$ cat src/rtl/ixs_pkg.sv
package ixs_pkg;

    typedef enum logic [2:0] {
        CT_NONE  = 3'd0,
        CT_PTR   = 3'd1,
        CT_FIX   = 3'd2,
        CT_READ  = 3'd3,
        CT_WRITE = 3'd4,
        CT_DUMMY = 3'd5
    } ctype_e;

    typedef enum logic [2:0] {
        ST_IDLE,
        ST_PLO,
        ST_PHI,
        ST_FIX,
        ST_RD,
        ST_DWR,
        ST_WR
    } seq_st_e;

    localparam logic [1:0] MODE_ABSX = 2'd0;
    localparam logic [1:0] MODE_ABSY = 2'd1;
    localparam logic [1:0] MODE_ZPY  = 2'd2;

    localparam logic [1:0] OP_READ  = 2'd0;
    localparam logic [1:0] OP_WRITE = 2'd1;
    localparam logic [1:0] OP_RMW   = 2'd2;

endpackage

$ cat src/rtl/ixs_addr_calc.sv
module ixs_addr_calc #(
    parameter int BYTE_W = 8
) (
    input  logic [BYTE_W-1:0] base_lo,
    input  logic [BYTE_W-1:0] base_hi,
    input  logic [BYTE_W-1:0] index,
    input  logic              read_only,
    output logic [BYTE_W-1:0] sum_lo,
    output logic [BYTE_W-1:0] hi_fixed,
    output logic              pay_fix
);
    logic [BYTE_W:0] wide_sum;

    always_comb begin
        wide_sum = {1'b0, base_lo} + {1'b0, index};
        sum_lo   = wide_sum[BYTE_W-1:0];
        hi_fixed = base_hi + {{(BYTE_W-1){1'b0}}, wide_sum[BYTE_W]};
        pay_fix  = !read_only || wide_sum[BYTE_W];
    end
endmodule

$ cat src/rtl/ixs_bus_drive.sv
module ixs_bus_drive
    import ixs_pkg::*;
#(
    parameter int BYTE_W = 8,
    localparam int ADDR_W = 2 * BYTE_W
) (
    input  seq_st_e           st,
    input  logic              is_rmw,
    input  logic [BYTE_W-1:0] zp_ptr,
    input  logic [BYTE_W-1:0] lo,
    input  logic [BYTE_W-1:0] hi_raw,
    input  logic [BYTE_W-1:0] hi_fix,
    input  logic [BYTE_W-1:0] held_data,
    input  logic [BYTE_W-1:0] wr_data,
    output logic              bus_valid,
    output logic [ADDR_W-1:0] bus_addr,
    output logic              bus_we,
    output logic [BYTE_W-1:0] bus_wdata,
    output logic [2:0]        cyc_type,
    output logic              done
);
    localparam logic [BYTE_W-1:0] ZERO_B = '0;
    localparam logic [BYTE_W-1:0] ONE_B  = {{(BYTE_W-1){1'b0}}, 1'b1};

    always_comb begin
        bus_valid = 1'b1;
        bus_we    = 1'b0;
        bus_wdata = '0;
        done      = 1'b0;
        bus_addr  = {hi_fix, lo};
        cyc_type  = CT_NONE;
        unique case (st)
            ST_IDLE: begin
                bus_valid = 1'b0;
                bus_addr  = '0;
            end
            ST_PLO: begin
                bus_addr = {ZERO_B, zp_ptr};
                cyc_type = CT_PTR;
            end
            ST_PHI: begin
                bus_addr = {ZERO_B, zp_ptr + ONE_B};
                cyc_type = CT_PTR;
            end
            ST_FIX: begin
                bus_addr = {hi_raw, lo};
                cyc_type = CT_FIX;
            end
            ST_RD: begin
                cyc_type = CT_READ;
                done     = !is_rmw;
            end
            ST_DWR: begin
                cyc_type  = CT_DUMMY;
                bus_we    = 1'b1;
                bus_wdata = held_data;
            end
            ST_WR: begin
                cyc_type  = CT_WRITE;
                bus_we    = 1'b1;
                bus_wdata = wr_data;
                done      = 1'b1;
            end
            default: begin
                bus_valid = 1'b0;
            end
        endcase
    end
endmodule

$ cat src/rtl/ixs_seq.sv
module ixs_seq
    import ixs_pkg::*;
#(
    parameter int BYTE_W = 8,
    localparam int ADDR_W = 2 * BYTE_W
) (
    input  logic              clk,
    input  logic              rst_n,
    input  logic              start,
    input  logic [1:0]        mode,
    input  logic [1:0]        op,
    input  logic [BYTE_W-1:0] x_idx,
    input  logic [BYTE_W-1:0] y_idx,
    input  logic [BYTE_W-1:0] oper_lo,
    input  logic [BYTE_W-1:0] oper_hi,
    input  logic [BYTE_W-1:0] rd_data,
    input  logic [BYTE_W-1:0] wr_data,
    output logic              done,
    output logic              bus_valid,
    output logic [ADDR_W-1:0] bus_addr,
    output logic              bus_we,
    output logic [BYTE_W-1:0] bus_wdata,
    output logic [2:0]        cyc_type
);
    typedef struct packed {
        seq_st_e           st;
        logic [1:0]        op;
        logic [BYTE_W-1:0] idx;
        logic [BYTE_W-1:0] zp;
        logic [BYTE_W-1:0] ptr_lo;
        logic [BYTE_W-1:0] lo;
        logic [BYTE_W-1:0] hi_raw;
        logic [BYTE_W-1:0] hi_fix;
        logic [BYTE_W-1:0] data;
    } seq_s;

    seq_s s_d, s_q;

    logic [BYTE_W-1:0] c_lo, c_hi, c_idx, c_sum, c_hifix;
    logic              c_rdonly, c_pay;
    logic [1:0]        c_op;

    function automatic logic is_read_op(input logic [1:0] o);
        return (o != OP_WRITE) && (o != OP_RMW);
    endfunction

    ixs_addr_calc #(.BYTE_W(BYTE_W)) u_calc (
        .base_lo  (c_lo),
        .base_hi  (c_hi),
        .index    (c_idx),
        .read_only(c_rdonly),
        .sum_lo   (c_sum),
        .hi_fixed (c_hifix),
        .pay_fix  (c_pay)
    );

    // Adder operands: request inputs when idle, fetched pointer once the
    // second pointer byte is on rd_data.
    always_comb begin
        if (s_q.st == ST_PHI) begin
            c_lo  = s_q.ptr_lo;
            c_hi  = rd_data;
            c_idx = s_q.idx;
            c_op  = s_q.op;
        end else begin
            c_lo  = oper_lo;
            c_hi  = oper_hi;
            c_idx = (mode == MODE_ABSY || mode == MODE_ZPY) ? y_idx : x_idx;
            c_op  = op;
        end
        c_rdonly = is_read_op(c_op);
    end

    always_comb begin
        s_d = s_q;
        unique case (s_q.st)
            ST_IDLE: begin
                if (start) begin
                    s_d.op  = op;
                    s_d.idx = c_idx;
                    if (mode == MODE_ZPY) begin
                        s_d.zp = oper_lo;
                        s_d.st = ST_PLO;
                    end else begin
                        s_d.lo     = c_sum;
                        s_d.hi_raw = oper_hi;
                        s_d.hi_fix = c_hifix;
                        s_d.st     = c_pay ? ST_FIX : ST_RD;
                    end
                end
            end
            ST_PLO: begin
                s_d.ptr_lo = rd_data;
                s_d.st     = ST_PHI;
            end
            ST_PHI: begin
                s_d.lo     = c_sum;
                s_d.hi_raw = rd_data;
                s_d.hi_fix = c_hifix;
                s_d.st     = c_pay ? ST_FIX : ST_RD;
            end
            ST_FIX: begin
                s_d.st = (s_q.op == OP_WRITE) ? ST_WR : ST_RD;
            end
            ST_RD: begin
                if (s_q.op == OP_RMW) begin
                    s_d.data = rd_data;
                    s_d.st   = ST_DWR;
                end else begin
                    s_d.st = ST_IDLE;
                end
            end
            ST_DWR:  s_d.st = ST_WR;
            ST_WR:   s_d.st = ST_IDLE;
            default: s_d.st = ST_IDLE;
        endcase
    end

    always_ff @(posedge clk) begin
        if (!rst_n) begin
            s_q    <= '0;
            s_q.st <= ST_IDLE;
        end else begin
            s_q <= s_d;
        end
    end

    ixs_bus_drive #(.BYTE_W(BYTE_W)) u_drive (
        .st       (s_q.st),
        .is_rmw   (s_q.op == OP_RMW),
        .zp_ptr   (s_q.zp),
        .lo       (s_q.lo),
        .hi_raw   (s_q.hi_raw),
        .hi_fix   (s_q.hi_fix),
        .held_data(s_q.data),
        .wr_data  (wr_data),
        .bus_valid(bus_valid),
        .bus_addr (bus_addr),
        .bus_we   (bus_we),
        .bus_wdata(bus_wdata),
        .cyc_type (cyc_type),
        .done     (done)
    );

    // the cycle after a penalty keeps the low address byte
    a_r3_fix_keeps_lo: assert property (@(posedge clk) disable iff (!rst_n)
        (cyc_type == CT_FIX) |=> (bus_addr[BYTE_W-1:0] == $past(bus_addr[BYTE_W-1:0])));

    // a plain write is always preceded by a penalty cycle
    a_r5_write_after_fix: assert property (@(posedge clk) disable iff (!rst_n)
        (cyc_type == CT_WRITE && s_q.op == OP_WRITE) |-> ($past(cyc_type) == CT_FIX));

    // dummy write is followed by the real write at the same address
    a_r6_dummy_then_write: assert property (@(posedge clk) disable iff (!rst_n)
        (cyc_type == CT_DUMMY) |=> (cyc_type == CT_WRITE && bus_addr == $past(bus_addr)));

    // pointer reads stay in page zero
    a_r7_ptr_page_zero: assert property (@(posedge clk) disable iff (!rst_n)
        (cyc_type == CT_PTR) |-> (bus_addr[ADDR_W-1:BYTE_W] == '0 && !bus_we));

    // the cycle after done is idle
    a_r8_done_ends_op: assert property (@(posedge clk) disable iff (!rst_n)
        done |=> !bus_valid);

endmodule

$ cat config.mk
export PLATFORM = sky130hd
export DESIGN_NAME = ixs_seq
export DESIGN_NICKNAME = d
export VERILOG_FILES = /design/src/rtl/ixs_pkg.sv /design/src/rtl/ixs_addr_calc.sv /design/src/rtl/ixs_bus_drive.sv /design/src/rtl/ixs_seq.sv
export SDC_FILE = /design/constraint.sdc
export NUM_CORES = 1
export LEC_CHECK = 0
export ABC_CLOCK_PERIOD_IN_PS = 9000
export BUFFER_PORTS_ARGS = -buffer_cell sky130_fd_sc_hd__clkbuf_2
export CORE_ASPECT_RATIO = 0.8
export CORE_MARGIN = 4
export CORE_UTILIZATION = 59
export CTS_CLUSTER_SIZE = 25
export DETAILED_ROUTE_END_ITERATION = 16
export PLACE_DENSITY = 0.86
export SYNTH_ARGS = -nofsm -noshare
export SYNTH_HDL_FRONTEND = slang
export SYNTH_SLANG_ARGS = --single-unit
$ cat constraint.sdc
create_clock -name clk -period 9 [get_ports clk]
set_clock_uncertainty 0.15 [all_clocks]
set_input_delay 0.45 -clock clk [delete_from_list [all_inputs] [get_ports clk]]
set_output_delay 0.45 -clock clk [all_outputs]
set_load 0.02 [all_outputs]
After elaboration in Yosys (flattened, before gate mapping)

Index checks and enable logic that the tools add are counted.

$add $sub $neg: 3
Equality and inequality tests: 14
Muxes and demuxes: 21
Reductions and logical operators: 14

Operators by type and width:

| cell                | count |
|---|---|
| $pmux 16 s4         | 1 |
| $mux 24             | 2 |
| $pmux 24 s2         | 1 |
| $mux 8              | 5 |
| $mux 21             | 1 |
| $pmux 3 s6          | 1 |
| $pmux 8 s2          | 1 |
| $pmux 3 s5          | 1 |
| $add 8x8->9         | 1 |
| $eq 3x3->1 const B  | 3 |
| $mux 3              | 3 |
| $add 8x1->8         | 1 |
| $add 8x1->8 const B | 1 |
| $eq 3x2->1 const B  | 2 |
| $ne 2x2->1 const B  | 3 |
| $reduce_and 3->1    | 2 |
| $reduce_or 6->1     | 1 |
| $eq 2x1->1 const B  | 2 |
| $eq 2x2->1 const B  | 2 |
| $mux 2              | 2 |
| $reduce_and 2->1    | 2 |
| $reduce_or 2->1     | 2 |
| $eq 3x1->1 const B  | 1 |
| $logic_not 3->1     | 1 |
| other kinds (7)     | 10 |

Bits in registers: 61
Input bits: 55
Output and inout bits: 30
Logic and storage cells: 61

Longest topological paths before layout

Gate-level depths: netlist of run 1.

Depth after elaboration: 10
Depth in mapped cells: 17
Mapped depth without buffers: 15

Cells and area by module

A second synthesis of run 1 with hierarchy kept.

Cell total of the unflattened synthesis: 463
Area, all modules: 3930.0 um^2

Modules (own cells, without submodules):

| module        | instances | cells each | area each (um^2) | seq. area each (um^2) |
|---|---|---|---|---|
| ixs_seq       | 1         | 307        | 2850.2           | 1221.2 |
| ixs_bus_drive | 1         | 103        | 639.4            | 0.0 |
| ixs_addr_calc | 1         | 53         | 440.4            | 0.0 |

Worst setup path after synthesis of run 1

No wires, ideal clock.

Kind: input to register
Start: input mode[0]
End: register s_q[15] (netlist bit)
Setup time: 0.091 ns
Data arrival time: 3.930 ns
Data required time: 8.759 ns
Path slack: 4.829 ns
Cell stages on the path: 15
Path buffers: 1
Cells stage by stage: inv_1 > ha_1 > clkbuf_1 > mux2_2 > mux2_2 > ha_1 > fa_1 > a211oi_1 > o21ai_0 > a31o_2 > ha_1 > nand2_1 > nor4_1 > or3_1 > a311oi_1

Longest elaborated chain between the ends: 9
Elaborated cells on any way between the ends: 12
Those cells by class: add/sub: 2; eq/ne: 3; mux: 5; reduce/logical: 2

RTL lines:

| what                                     | RTL line            | text |
|---|---|---|
| from (decl)                              | ixs_seq.sv:10       | `input logic [1:0] mode,` |
| $eq 2x1->1 or $eq 2x2->1 (tied branches) | ixs_seq.sv:68       | `c_idx = (mode == MODE_ABSY \|\| mode == MODE_ZPY) ? y_idx : x_idx;` |
| $logic_or 1x1->1 (*)                     | ixs_seq.sv:68       |  |
| $mux 8 (*)                               | ixs_seq.sv:68       |  |
| $mux 8 (*)                               | ixs_seq.sv:60       | `if (s_q.st == ST_PHI) begin` |
| named net c_idx[0]                       | ixs_seq.sv:39       | `logic [BYTE_W-1:0] c_lo, c_hi, c_idx, c_sum, c_hifix;` |
| $add 8x8->9 (*)                          | ixs_addr_calc.sv:15 | `wide_sum = {1'b0, base_lo} + {1'b0, index};` |
| $add 8x1->8 (*)                          | ixs_addr_calc.sv:17 | `hi_fixed = base_hi + {{(BYTE_W-1){1'b0}}, wide_sum[BYTE_W]};` |
| $mux 24                                  | ixs_seq.sv:81       | `if (mode == MODE_ZPY) begin` |
| $mux 24                                  | ixs_seq.sv:78       | `if (start) begin` |
| $pmux 24 s2 (*)                          | ixs_seq.sv:76       | `unique case (s_q.st)` |
| to (decl)                                | ixs_seq.sv:37       | `seq_s s_d, s_q;` |

The timed path passes the listed nets; every way through them passes the cells marked *. The select of a mux whose other input is x is not followed.
A chain may end at the register's enable or synchronous reset.

Worst setup path after layout of run 1

Start: register s_q[59] (netlist name)
End: register s_q[15] (netlist bit)

Longest elaborated chain between the ends: 7
Elaborated cells on any way between the ends: 14
Those cells by class: add/sub: 2; eq/ne: 3; mux: 6; reduce/logical: 3

RTL lines:

| what               | RTL line |
|---|---|
| $eq 3x2->1 (*)     | ixs_seq.sv:60 |
| $mux 8 (*)         | ixs_seq.sv:60 |
| named net c_idx[0] | ixs_seq.sv:39 |
| $add 8x8->9 (*)    | ixs_addr_calc.sv:15 |
| $add 8x1->8 (*)    | ixs_addr_calc.sv:17 |
| $mux 24            | ixs_seq.sv:81 |
| $mux 24            | ixs_seq.sv:78 |
| $pmux 24 s2 (*)    | ixs_seq.sv:76 |

Marks and branches as above.

==> results of run 1 <==
## kinds of logic (layout without fill, tap and decap cells)
logic type / count (synthesis) / in the layout / share of synthesized area, %
simple gates: 219 / 219 / 24.7
buf+inv: 42 / 114 / 4.59
mux: 40 / 40 / 10.9
xor+xnor: 13 / 13 / 2.94
compound gates: 121 / 121 / 20.9
flops: 61 / 61 / 31.6
fa+ha+maj: 13 / 13 / 4.40
## cell type report
| class | count | area share [%] |
|---|---|---|
| clock inverter | 5 | 0.616 |
| inverter | 6 | 0.504 |
| tap | 84 | 2.35 |
| clock buffer | 11 | 2.94 |
| multi-input combinational | 406 | 55.5 |
| sequential | 61 | 27.3 |
| timing repair buffer | 92 | 10.8 |
## cells in the mapped netlist (6+ instances only)
cell / number
nand2_1: 112
dfxtp_1: 61
nor2_1: 41
a21oi_1: 29
o21ai_0: 25
mux2i_1: 23
nand3_1: 23
clkbuf_1: 22
mux2_2: 17
ha_1: 12
nor3_1: 12
a22oi_1: 10
buf_2: 10
xnor2_1: 10
a211oi_1: 9
o21a_1: 8
nand2b_1: 6
nor4_1: 6
## where the power goes
| group | switching, W | total (W) | internal [W] | leakage [nW] |
|---|---|---|---|---|
| Sequential | 0.0000280 | 0.000332 | 0.000304 | 0.499 |
| Clock | 0.000109 | 0.000207 | 0.0000980 | 0.0829 |
| Combinational | 0.000181 | 0.000300 | 0.000119 | 1.31 |
## final timing paths
check / from / to / slack [ps] / cells past startpoint
setup / recovery: s_q[59] / s_q[15] / 4500 / 12
hold / removal: oper_lo[7] / s_q[47] / 200 / 3
setup reg to reg: s_q[59] / s_q[15] / 4500 / 12
hold reg to reg: s_q[27] / s_q[27] / 310 / 2
## metal layers
layer	vias to the layer above	GRT usage, %
li1	1936	-
met1	1833	39.4
met2	218	43.7
met3	31	6.08
met4	0	11.5
met5	-	0
## tightest hold or removal path, cell delays in order
cell and delay [ps]:
clkbuf_2 100, nand3_1 60, a21oi_1 50
## metrics by stage
stage                     cell area [sq um]  hold slack [ps]  std cells  power [W]
final                                  4470              203        665   0.000840
after floorplan                        3870              282        509   0.000545
after global routing                   4470              221        665   0.000885
after global placement                 4310              294        649   0.000619
after detailed placement               4310              297        649   0.000630
after CTS                              4470              201        665   0.000834
==> reports/summary.json, run 1 <==
{
  "synth.lib_cells_used.distinct": {"value": 49},
  "rows": {"value": 26},
  "timing_max_transition_violations_final": {"value": 0},
  "syn_area": {"value": 3870, "unit": "sq um"},
  "synth_seq_cells": {"value": 61},
  "critical_path.startpoint_type": {"value": "register"},
  "layout_worst_path_cycle_share": {"value": 50.0, "unit": "%"},
  "boundaryPins": {"value": 85},
  "nFillCells": {"value": 565},
  "top_register": {"value": "s_q"},
  "number_of_global_route_vias_before_repair": {"value": 3728},
  "cts-buffers-inserted": {"value": 9},
  "design.core.area": {"value": 6380, "unit": "sq um"},
  "clock-root-buffer": {"value": "clkbuf_8"},
  "synth_area_leader": {"value": "dfxtp_1"},
  "grt_setup_unrepaired": {"value": "no"},
  "start_util": {"value": 60.7, "unit": "%"},
  "achievable-frequency": {"value": 222, "unit": "MHz"},
  "final.setup.tns": {"value": 0, "unit": "ps"},
  "skew_pair_late_insertion_delay": {"value": 340, "unit": "ps"},
  "postSynthAreaPerCell": {"value": 7.60, "unit": "sq um"},
  "most_frequent_cells_in_the_layout": {"value": "nand2_1, clkbuf_2, dfxtp_1"},
  "detailed_place_hpwl": {"value": 8260, "unit": "microns"},
  "synth_cells": {"value": 509},
  "routed.top_layer": {"value": "met4"},
  "type_of_the_most_critical_hold_path": {"value": "in -> reg"},
  "detail-route-antenna-nets": {"value": 0},
  "synth_largest_type_area_fraction": {"value": 31.6, "unit": "%"},
  "max_slew_margin": {"value": 13.9, "unit": "%"},
  "num_vias": {"value": 4018},
  "worst-endpoint-required": {"value": 9090, "unit": "ps"},
  "layout.cells.most_common": {"value": "nand2_1"},
  "crit_arrival": {"value": 4590, "unit": "ps"},
  "clk_pin_slew": {"value": 70, "unit": "ps"},
  "setup_viol": {"value": 0},
  "finalWirelength": {"value": 11300, "unit": "microns"},
  "cts_tree": {"value": "built"},
  "cts_hold_buf": {"value": 0},
  "multiInputGateArea": {"value": 2480, "unit": "sq um"},
  "synth_edf_count": {"value": 0},
  "worst_path_largest_cell_delay": {"value": 770, "unit": "ps"},
  "synth_area_leaders": {"value": "dfxtp_1, nand2_1, mux2i_1"},
  "static-leakage-power": {"value": 1.89, "unit": "nW"},
  "detailroute.wirelength.met3": {"value": 1160, "unit": "microns"},
  "finalWeightedCongestion": {"value": 0.938},
  "met2WireLength": {"value": 4830, "unit": "microns"},
  "largest_registers": {"value": "s_q (61)"},
  "endpoint_kind": {"value": "register"},
  "synthesis.yosys.warnings": {"value": 0},
  "seq_area_frac_synth": {"value": 31.6, "unit": "%"},
  "ir_drop": {"value": 113, "unit": "uV"},
  "area_delta_synth_final": {"value": 15.5, "unit": "%"},
  "crit_chain": {"value": "or3b_1, mux2_2, ha_1, fa_1, a211oi_1, o21ai_0, a31o_2, ha_1, nand2_1, nor4_1, or3_1, a311oi_1"},
  "placement.setup.worst_slack": {"value": 4490, "unit": "ps"},
  "outcome": {"value": "complete, no violations"},
  "final_util": {"value": 70.1, "unit": "%"},
  "detailedRoute.firstIterationViolations": {"value": 528},
  "floorplan.die.width": {"value": 98.5, "unit": "microns"},
  "yosys_most_used_dff": {"value": "dfxtp_1"},
  "route.detailed.wl_per_inst": {"value": 16.9, "unit": "microns"},
  "grt_start_max_net_pins": {"value": 42},
  "diodes": {"value": 0},
  "io_buffers": {"value": 84},
  "deepest_clock_path_buffer_count": {"value": 2},
  "die_h": {"value": 80.4, "unit": "microns"},
  "timing.critical_path.slowest_stage_cell": {"value": "dfxtp_1"},
  "worst-slew-pin-transition": {"value": 1290, "unit": "ps"},
  "routed_via_density": {"value": 6.04},
  "fp.dieArea": {"value": 7920, "unit": "sq um"},
  "antenna_found_initial": {"value": 0},
  "cts_resized": {"value": 0},
  "ctsHtreeMaxLevel": {"value": 3},
  "grt_overflow_total": {"value": 0},
  "crit_type": {"value": "reg -> reg"},
  "final_layout_size_suffix_gt1_share": {"value": 21.9, "unit": "%"},
  "path_max_fanout": {"value": 21},
  "largest_reg_flops": {"value": 61},
  "synthesis.nets": {"value": 577},
  "register_area": {"value": 1220, "unit": "sq um"},
  "drt-met1-wl": {"value": 5020, "unit": "microns"},
  "drt-pass1-iter-count": {"value": 5},
  "drcViolationCount": {"value": 0},
  "pwr_density_cell": {"value": 188, "unit": "nW/um^2"},
  "timing.max_cap.violations": {"value": 0},
  "cpLargestDelayFamily": {"value": "simple AND/OR/NAND/NOR gates"},
  "critPathBufInv": {"value": 0},
  "postSynth.asyncResetShare": {"value": 0, "unit": "%"},
  "layout_setup_ws": {"value": 4500, "unit": "ps"},
  "nNetsFinal": {"value": 644},
  "min_period": {"value": 4500, "unit": "ps"},
  "grt_first_pass_wirelength": {"value": 18200, "unit": "microns"},
  "hold_violation_total_from_the_final_report": {"value": 0},
  "cts_setup_buffers": {"value": 0},
  "worst_path_most_repeated_cell": {"value": "ha_1"},
  "grt.total_usage": {"value": 28.6, "unit": "%"},
  "cts_sinks": {"value": 61}
}
(Power assumes the default switching activity.)
==> inputs of run 2 (changes only) <==
--- a/config.mk
+++ b/config.mk
@@ -5,14 +5,15 @@
 export SDC_FILE = /design/constraint.sdc
 export NUM_CORES = 1
 export LEC_CHECK = 0
-export ABC_CLOCK_PERIOD_IN_PS = 9000
+export ABC_AREA = 1
+export ABC_CLOCK_PERIOD_IN_PS = 4200
 export BUFFER_PORTS_ARGS = -buffer_cell sky130_fd_sc_hd__clkbuf_2
 export CORE_ASPECT_RATIO = 0.8
 export CORE_MARGIN = 4
-export CORE_UTILIZATION = 59
+export CORE_UTILIZATION = 55
 export CTS_CLUSTER_SIZE = 25
 export DETAILED_ROUTE_END_ITERATION = 16
-export PLACE_DENSITY = 0.86
+export PLACE_DENSITY = 0.81
 export SYNTH_ARGS = -nofsm -noshare
 export SYNTH_HDL_FRONTEND = slang
 export SYNTH_SLANG_ARGS = --single-unit
==> constraint.sdc (replaced) <==
create_clock -name clk -period 4.2 [get_ports clk]
set_clock_uncertainty 0.15 [all_clocks]
set_input_delay 0.21 -clock clk [delete_from_list [all_inputs] [get_ports clk]]
set_output_delay 0.21 -clock clk [all_outputs]
set_load 0.02 [all_outputs]
==> reports/summary.json, run 2 <==
{
  "outcome": {"value": "complete, no violations", "change": "unchanged"},
  "achievable-frequency": {"value": 285, "unit": "MHz", "change": "was 222 MHz"},
  "cpLargestDelayFamily": {"value": "simple AND/OR/NAND/NOR gates", "change": "unchanged"},
  "synthesis.nets": {"value": 642, "change": "was 577"},
  "worst_path_largest_cell_delay": {"value": 380, "unit": "ps", "change": "was 770 ps"},
  "timing.max_cap.violations": {"value": 0, "change": "unchanged"},
  "synthSimpleGateAreaFrac": {"value": 25.6, "unit": "%", "change": "was 24.7%"},
  "largest_reg_flops": {"value": 61, "change": "unchanged"},
  "postSynthAreaPerCell": {"value": 6.54, "unit": "sq um", "change": "was 7.60 sq um"},
  "post-synth-top-count-cell": {"value": "nand2_1", "change": "unchanged"},
  "synth.top_cells.by_count": {"value": "nand2_1, inv_1, o21ai_0", "change": "was nand2_1, dfxtp_1, nor2_1"},
  "worst-slew-pin-transition": {"value": 862, "unit": "ps", "change": "was 1290 ps"},
  "number_of_global_route_vias_before_repair": {"value": 3499, "change": "was 3,728"},
  "min_from": {"value": "rd_data[1]", "change": "was oper_lo[7]"},
  "deepest_clock_path_buffer_count": {"value": 2, "change": "unchanged"},
  "nNetsFinal": {"value": 712, "change": "was 644"},
  "r2r-start": {"value": "s_q[58]", "change": "was s_q[59]"},
  "crit_type": {"value": "reg -> reg", "change": "unchanged"},
  "cts_tree": {"value": "built", "change": "unchanged"},
  "total_power": {"value": 0.00293, "unit": "W", "change": "was 0.000840 W"},
  "synth_area_leaders": {"value": "dfxtp_1, nand2_1, o21ai_0", "change": "was dfxtp_1, nand2_1, mux2i_1"},
  "ir_drop": {"value": 299, "unit": "uV", "change": "was 113 uV"},
  "critical_path.startpoint_type": {"value": "register", "change": "unchanged"},
  "cts_sinks": {"value": 61, "change": "unchanged"},
  "num_vias": {"value": 4027, "change": "was 4,018"},
  "final_layout_size_suffix_gt1_share": {"value": 18.5, "unit": "%", "change": "was 21.9%"},
  "setup_viol": {"value": 0, "change": "unchanged"},
  "drt-pass1-iter-count": {"value": 5, "change": "unchanged"},
  "finalWirelength": {"value": 10500, "unit": "microns", "change": "was 11,300 microns"},
  "layout_worst_path_cycle_share": {"value": 83.5, "unit": "%", "change": "was 50.0%"},
  "post_synth_mux_area_share": {"value": 0, "unit": "%", "change": "was 10.9%"},
  "seq_area_frac_synth": {"value": 32.5, "unit": "%", "change": "was 31.6%"},
  "grt.total_usage": {"value": 26.2, "unit": "%", "change": "was 28.6%"},
  "io_buffers": {"value": 84, "change": "unchanged"},
  "endpoint_kind": {"value": "register", "change": "unchanged"},
  "largest_registers": {"value": "s_q (61)", "change": "unchanged"},
  "timing_max_transition_violations_final": {"value": 0, "change": "unchanged"},
  "startpoint": {"value": "s_q[58]", "change": "was s_q[59]"},
  "syn_area": {"value": 3750, "unit": "sq um", "change": "was 3870 sq um"},
  "skew_pair_late_insertion_delay": {"value": 350, "unit": "ps", "change": "was 340 ps"},
  "boundaryPins": {"value": 85, "change": "unchanged"},
  "synth_compound_gate_area_share": {"value": 23.6, "unit": "%", "change": "was 20.9%"},
  "detailed_place_hpwl": {"value": 7800, "unit": "microns", "change": "was 8260 microns"},
  "synthesis.yosys.warnings": {"value": 0, "change": "unchanged"},
  "start_util": {"value": 57.7, "unit": "%", "change": "was 60.7%"},
  "die_h": {"value": 81.9, "unit": "microns", "change": "was 80.4 microns"},
  "detailedRoute.firstIterationViolations": {"value": 406, "change": "was 528"},
  "hold_violation_total_from_the_final_report": {"value": 0, "change": "unchanged"},
  "cts_resized": {"value": 0, "change": "unchanged"},
  "route.detailed.wl_per_inst": {"value": 14.3, "unit": "microns", "change": "was 16.9 microns"},
  "fp.dieArea": {"value": 8220, "unit": "sq um", "change": "was 7920 sq um"},
  "crit_chain": {"value": "nor2_4, nand2_4, o21ai_0, ha_1, fa_1, nand3_1, nand2_1, nand3_1, nand2_1, ha_1, ha_1, inv_1, nor2_2, nand2_1, nand3_1, nand3_1, nand2_1, inv_1", "change": "was or3b_1, mux2_2, ha_1, fa_1, a211oi_1, o21ai_0, a31o_2, ha_1, nand2_1, nor4_1, or3_1, a311oi_1"},
  "drcViolationCount": {"value": 0, "change": "unchanged"},
  "min_period": {"value": 3510, "unit": "ps", "change": "was 4500 ps"},
  "synth_seq_cells": {"value": 61, "change": "unchanged"},
  "cts-buffers-inserted": {"value": 9, "change": "unchanged"},
  "antenna_found_initial": {"value": 0, "change": "unchanged"},
  "synth_largest_type_area_fraction": {"value": 32.5, "unit": "%", "change": "was 31.6%"},
  "most_frequent_cells_in_the_layout": {"value": "nand2_1, inv_1, clkbuf_2", "change": "was nand2_1, clkbuf_2, dfxtp_1"},
  "timing.hold.ws": {"value": 15.4, "unit": "ps", "change": "was 203 ps"},
  "area_delta_synth_final": {"value": 16.2, "unit": "%", "change": "was 15.5%"},
  "rows": {"value": 26, "change": "unchanged"},
  "largest_family_of_logic_cells_by_synthesized_area": {"value": "simple AND/OR/NAND/NOR gates", "change": "unchanged"},
  "routed_via_density": {"value": 5.49, "change": "was 6.04"},
  "grt_overflow_total": {"value": 0, "change": "unchanged"},
  "synth_area_leader": {"value": "dfxtp_1", "change": "unchanged"},
  "critPathBufInv": {"value": 2, "change": "was 0"},
  "grt_setup_unrepaired": {"value": "no", "change": "unchanged"},
  "grt_first_pass_wirelength": {"value": 16900, "unit": "microns", "change": "was 18,200 microns"},
  "finalWeightedCongestion": {"value": 0.873, "change": "was 0.938"},
  "grt_start_max_net_pins": {"value": 49, "change": "was 42"},
  "static-leakage-power": {"value": 2.12, "unit": "nW", "change": "was 1.89 nW"},
  "type_of_the_most_critical_hold_path": {"value": "in -> reg", "change": "unchanged"},
  "max_slew_margin": {"value": 42.4, "unit": "%", "change": "was 13.9%"},
  "pwr_density_cell": {"value": 672, "unit": "nW/um^2", "change": "was 188 nW/um^2"},
  "diodes": {"value": 0, "change": "unchanged"},
  "final.setup.tns": {"value": 0, "unit": "ps", "change": "unchanged"},
  "postSynth.asyncResetShare": {"value": 0, "unit": "%", "change": "unchanged"},
  "synth_edf_count": {"value": 0, "change": "unchanged"},
  "synth.lib_cells_used.distinct": {"value": 39, "change": "was 49"},
  "synth_cells": {"value": 574, "change": "was 509"},
  "crit_arrival": {"value": 3610, "unit": "ps", "change": "was 4590 ps"},
  "post_synth_fa_ha_maj_area_fraction": {"value": 4.53, "unit": "%", "change": "was 4.40%"},
  "layout.cells.most_common": {"value": "nand2_1", "change": "unchanged"},
  "worst-endpoint-required": {"value": 4300, "unit": "ps", "change": "was 9090 ps"},
  "design.core.area": {"value": 6510, "unit": "sq um", "change": "was 6380 sq um"},
  "clk_pin_slew": {"value": 70, "unit": "ps", "change": "about the same"},
  "path_max_fanout": {"value": 48, "change": "was 21"},
  "ctsHtreeMaxLevel": {"value": 3, "change": "unchanged"},
  "nFillCells": {"value": 603, "change": "was 565"},
  "timing.critical_path.slowest_stage_cell": {"value": "o21ai_0", "change": "was dfxtp_1"},
  "clock-root-buffer": {"value": "clkbuf_8", "change": "unchanged"},
  "top_register": {"value": "s_q", "change": "unchanged"},
  "detail-route-antenna-nets": {"value": 0, "change": "unchanged"},
  "floorplan.die.width": {"value": 100, "unit": "microns", "change": "was 98.5 microns"},
  "yosys_most_used_dff": {"value": "dfxtp_1", "change": "unchanged"},
  "synth-xor-area-share": {"value": 0.933, "unit": "%", "change": "was 2.94%"}
}
==> run 2: worst reg2reg max path, cell delays in order (launching register included) <==
cell and delay [ps]:
dfxtp_1 370, nor2_4 260, nand2_4 330, o21ai_0 410, ha_1 270, fa_1 230, nand3_1 80, nand2_1 120
nand3_1 80, nand2_1 110, ha_1 210, ha_1 190, inv_1 50, nor2_2 190, nand2_1 90, nand3_1 80
nand3_1 80, nand2_1 60, inv_1 50
==> run 2: final timing paths <==
path,to,slack [ps],depth (start not counted)
hold reg to reg,s_q[20],310,2
setup / recovery,s_q[12],690,18
hold / removal,s_q[1],20,3
setup reg to reg,s_q[12],690,18
==> run 2: through the flow <==
stage	instances	setup WS [ps]	cell area, sq um	util (%)
final	733	692	4360	67.1
after global routing	733	420	4360	67.1
after CTS	733	745	4360	67.1
after detailed placement	716	777	4150	63.8
after global placement	716	957	4150	63.8
after floorplan	574	1040	3750	-
==> run 2: per-layer routing <==
| layer | global-route usage, % | up-vias | share of wire (%) |
|---|---|---|---|
| met2 | 38.7 | 210 | 42 |
| li1 | - | 2024 | - |
| met1 | 37.2 | 1770 | 46 |
| met4 | 7.54 | 0 | 1.7 |
| met3 | 7.30 | 23 | 11 |
| met5 | 0 | - | 0 |
==> run 2: timing repair <==
| item | CTS | global route |
|---|---|---|
| hold buffers | 1 | 0 |
| hold endpoints to repair | 1 | 0 |
| buffers inserted | 0 | 0 |
==> run 2: layout make-up <==
cell class | instances | area (sq um) | area share, %
Timing Repair Buffer | 88 | 453 | 10.4
Inverter | 89 | 334 | 7.66
Tap cell | 84 | 105 | 2.41
Clock inverter | 7 | 75.1 | 1.72
Multi-Input combinational cell | 395 | 2050 | 47.0
Sequential cell | 61 | 1220 | 28.0
Clock buffer | 9 | 124 | 2.84
==> run 2: kinds of logic (layout without fill, tap and decap cells) <==
group | Yosys count | after routing
AOI/OAI and AO/OA | 158 | 158
adders and majority gates | 13 | 13
DFF | 61 | 61
and+or+nand+nor | 220 | 220
buffers and inverters | 118 | 193
xor gates and xnor gates | 4 | 4
==> run 2: where the power goes <==
group	switching [W]	internal [W]	total [W]
Clock	0.000252	0.000275	0.000527
Combinational	0.00107	0.000473	0.00154
Sequential	0.0000838	0.000783	0.000866
==> inputs of run 3 (changes only) <==
--- a/config.mk
+++ b/config.mk
@@ -6,7 +6,7 @@
 export NUM_CORES = 1
 export LEC_CHECK = 0
 export ABC_AREA = 1
-export ABC_CLOCK_PERIOD_IN_PS = 4200
+export ABC_CLOCK_PERIOD_IN_PS = 3300
 export BUFFER_PORTS_ARGS = -buffer_cell sky130_fd_sc_hd__clkbuf_2
 export CORE_ASPECT_RATIO = 0.8
 export CORE_MARGIN = 4
==> constraint.sdc (replaced) <==
create_clock -name clk -period 3.3 [get_ports clk]
set_clock_uncertainty 0.15 [all_clocks]
set_input_delay 0.165 -clock clk [delete_from_list [all_inputs] [get_ports clk]]
set_output_delay 0.165 -clock clk [all_outputs]
set_load 0.02 [all_outputs]
==> reports/summary.json, run 3 (same netlist as run 2, synthesis figures left out) <==
{
  "outcome": {"value": "complete, no violations", "change": "unchanged"},
  "ctsHtreeMaxLevel": {"value": 3, "change": "unchanged"},
  "finalWirelength": {"value": 11400, "unit": "microns", "change": "was 10,500 microns"},
  "critical_path.startpoint_type": {"value": "register", "change": "unchanged"},
  "cts-buffers-inserted": {"value": 9, "change": "unchanged"},
  "floorplan.die.width": {"value": 100, "unit": "microns", "change": "unchanged"},
  "grt_first_pass_wirelength": {"value": 17500, "unit": "microns", "change": "was 16,900 microns"},
  "nFillCells": {"value": 538, "change": "was 603"},
  "num_vias": {"value": 4213, "change": "was 4,027"},
  "crit-reg2reg-capture": {"value": "s_q[14]", "change": "was s_q[12]"},
  "setup_viol": {"value": 0, "change": "unchanged"},
  "most_frequent_cells_in_the_layout": {"value": "nand2_1, inv_1, clkbuf_2", "change": "unchanged"},
  "boundaryPins": {"value": 85, "change": "unchanged"},
  "layout_worst_path_cycle_share": {"value": 92.9, "unit": "%", "change": "was 83.5%"},
  "hold-path-endpoint": {"value": "s_q[57]", "change": "was s_q[1]"},
  "number_of_global_route_vias_before_repair": {"value": 3701, "change": "was 3,499"},
  "drcViolationCount": {"value": 0, "change": "unchanged"},
  "pwr_density_cell": {"value": 862, "unit": "nW/um^2", "change": "was 672 nW/um^2"},
  "routed_via_density": {"value": 5.55, "change": "was 5.49"},
  "route.detailed.wl_per_inst": {"value": 15.1, "unit": "microns", "change": "was 14.3 microns"},
  "max_slew_margin": {"value": 43.5, "unit": "%", "change": "was 42.4%"},
  "diodes": {"value": 0, "change": "unchanged"},
  "layout.cells.most_common": {"value": "nand2_1", "change": "unchanged"},
  "r2r_cells": {"value": 18, "change": "unchanged"},
  "grt_overflow_total": {"value": 0, "change": "unchanged"},
  "path_max_fanout": {"value": 8, "change": "was 48"},
  "min_period": {"value": 3070, "unit": "ps", "change": "was 3510 ps"},
  "final.setup.tns": {"value": 0, "unit": "ps", "change": "unchanged"},
  "grt.total_usage": {"value": 27.2, "unit": "%", "change": "was 26.2%"},
  "grt_setup_unrepaired": {"value": "no", "change": "unchanged"},
  "timing.hold.ws": {"value": 38.2, "unit": "ps", "change": "was 15.4 ps"},
  "deepest_clock_path_buffer_count": {"value": 2, "change": "unchanged"},
  "rows": {"value": 26, "change": "unchanged"},
  "worst-endpoint-required": {"value": 3400, "unit": "ps", "change": "was 4300 ps"},
  "r2r-start": {"value": "s_q[60]", "change": "was s_q[58]"},
  "crit_type": {"value": "reg -> reg", "change": "unchanged"},
  "hold_violation_total_from_the_final_report": {"value": 0, "change": "unchanged"},
  "endpoint_kind": {"value": "register", "change": "unchanged"},
  "worst-slew-pin-transition": {"value": 847, "unit": "ps", "change": "was 862 ps"},
  "min_from": {"value": "op[1]", "change": "was rd_data[1]"},
  "crit_arrival": {"value": 3170, "unit": "ps", "change": "was 3610 ps"},
  "drt-pass1-iter-count": {"value": 5, "change": "unchanged"},
  "top_register": {"value": "s_q", "change": "unchanged"},
  "timing.critical_path.slowest_stage_cell": {"value": "dfxtp_1", "change": "was o21ai_0"},
  "final_util": {"value": 71.2, "unit": "%", "change": "was 67.1%"},
  "detailed_place_hpwl": {"value": 7880, "unit": "microns", "change": "was 7800 microns"},
  "total_power": {"value": 0.00399, "unit": "W", "change": "was 0.00293 W"},
  "fp.dieArea": {"value": 8220, "unit": "sq um", "change": "unchanged"},
  "cts_tree": {"value": "built", "change": "unchanged"},
  "die_h": {"value": 81.9, "unit": "microns", "change": "unchanged"},
  "final_layout_size_suffix_gt1_share": {"value": 19.6, "unit": "%", "change": "was 18.5%"},
  "worst_path_largest_cell_delay": {"value": 340, "unit": "ps", "change": "was 380 ps"},
  "timing_max_transition_violations_final": {"value": 0, "change": "unchanged"},
  "start_util": {"value": 57.7, "unit": "%", "change": "unchanged"},
  "crit_chain": {"value": "nor2_4, buf_4, nand2_4, o21ai_0, ha_1, inv_1, o21ai_1, a21boi_0, nand2_1, ha_1, ha_1, inv_1, nor2_2, nand3_1, nand2_1, nand3_1, nand2_1, inv_1", "change": "was nor2_4, nand2_4, o21ai_0, ha_1, fa_1, nand3_1, nand2_1, nand3_1, nand2_1, ha_1, ha_1, inv_1, nor2_2, nand2_1, nand3_1, nand3_1, nand2_1, inv_1"},
  "grt_start_max_net_pins": {"value": 39, "change": "was 49"},
  "timing.max_cap.violations": {"value": 0, "change": "unchanged"},
  "skew_pair_late_insertion_delay": {"value": 350, "unit": "ps", "change": "about the same"},
  "largest_reg_flops": {"value": 61, "change": "unchanged"},
  "finalWeightedCongestion": {"value": 0.912, "change": "was 0.873"},
  "design.core.area": {"value": 6510, "unit": "sq um", "change": "unchanged"},
  "detail-route-antenna-nets": {"value": 0, "change": "unchanged"},
  "achievable-frequency": {"value": 326, "unit": "MHz", "change": "was 285 MHz"},
  "type_of_the_most_critical_hold_path": {"value": "in -> reg", "change": "unchanged"},
  "cts_sinks": {"value": 61, "change": "unchanged"},
  "register_to_register_setup_slack": {"value": 230, "unit": "ps", "change": "was 690 ps"},
  "clock-root-buffer": {"value": "clkbuf_8", "change": "unchanged"},
  "ir_drop": {"value": 385, "unit": "uV", "change": "was 299 uV"},
  "nNetsFinal": {"value": 738, "change": "was 712"},
  "antenna_found_initial": {"value": 0, "change": "unchanged"},
  "static-leakage-power": {"value": 2.25, "unit": "nW", "change": "was 2.12 nW"},
  "hold-path-cell-count": {"value": 3, "change": "unchanged"},
  "area_delta_synth_final": {"value": 23.3, "unit": "%", "change": "was 16.2%"},
  "clk_pin_slew": {"value": 70, "unit": "ps", "change": "about the same"},
  "largest_registers": {"value": "s_q (61)", "change": "unchanged"},
  "detailedRoute.firstIterationViolations": {"value": 384, "change": "was 406"},
  "io_buffers": {"value": 84, "change": "unchanged"}
}
-- run 3: metrics by stage --
stage	setup WS, ps	cell area, sq um	cells
after floorplan	183	3750	574
after global routing	25.7	4630	759
final	233	4630	759
after detailed placement	93.1	4210	723
after CTS	132	4580	755
after global placement	217	4210	723
-- run 3: worst max path at each step --
stage / depth (start not counted) / end / slack, ps / from
after floorplan: 20 / s_q[10] / 180 / mode[0]
after global placement: 21 / s_q[14] / 220 / mode[0]
after detailed placement: 21 / s_q[14] / 90 / mode[0]
after CTS: 18 / s_q[14] / 130 / s_q[58]
after global routing: 18 / s_q[10] / 30 / s_q[60]
final: 18 / s_q[14] / 230 / s_q[60]
-- run 3: final cells by class --
cell class                      count  area [sq um]  share of cell area [%]
Multi-Input combinational cell    397          2080                    45.0
Sequential cell                    61          1220                    26.4
Timing Repair Buffer              112           671                    14.5
Inverter                           89           334                    7.22
Clock buffer                       10           128                    2.76
Tap cell                           84           105                    2.27
Clock inverter                      6          86.3                    1.86
-- run 3: power by group --
group / internal, W / switching, W / total, W / leakage, nW
sequential: 0.000998 / 0.000122 / 0.00112 / 0.502
combinational: 0.000687 / 0.00144 / 0.00212 / 1.64
clock: 0.000425 / 0.000320 / 0.000746 / 0.107
-- run 3: metal layers --
metal / GRT usage [%] / wire length (microns) / up-vias
met5: 0 / 0 / -
met4: 11.7 / 256 / 0
li1: - / - / 2085
met2: 41.5 / 4910 / 259
met3: 7.30 / 1360 / 24
met1: 36.4 / 4910 / 1845
-- run 3: timing repair --
item	4_1_cts	5_1_grt
hold buffers	16	0
endpoints found under the setup margin	0	4
endpoints found under the hold margin	17	0
resized for setup	0	8
setup buffers	0	2
-- run 3: worst max-delay path: cells and delay by family (launching register included) --
| kind | cells | cell delay, ps |
|---|---|---|
| AND/OR/NAND/NOR | 8 | 870 |
| adder cells (fa/ha/maj) | 3 | 630 |
| flip-flops | 1 | 340 |
| buffers and inverters | 4 | 340 |
| AO/OA/AOI/OAI | 3 | 650 |
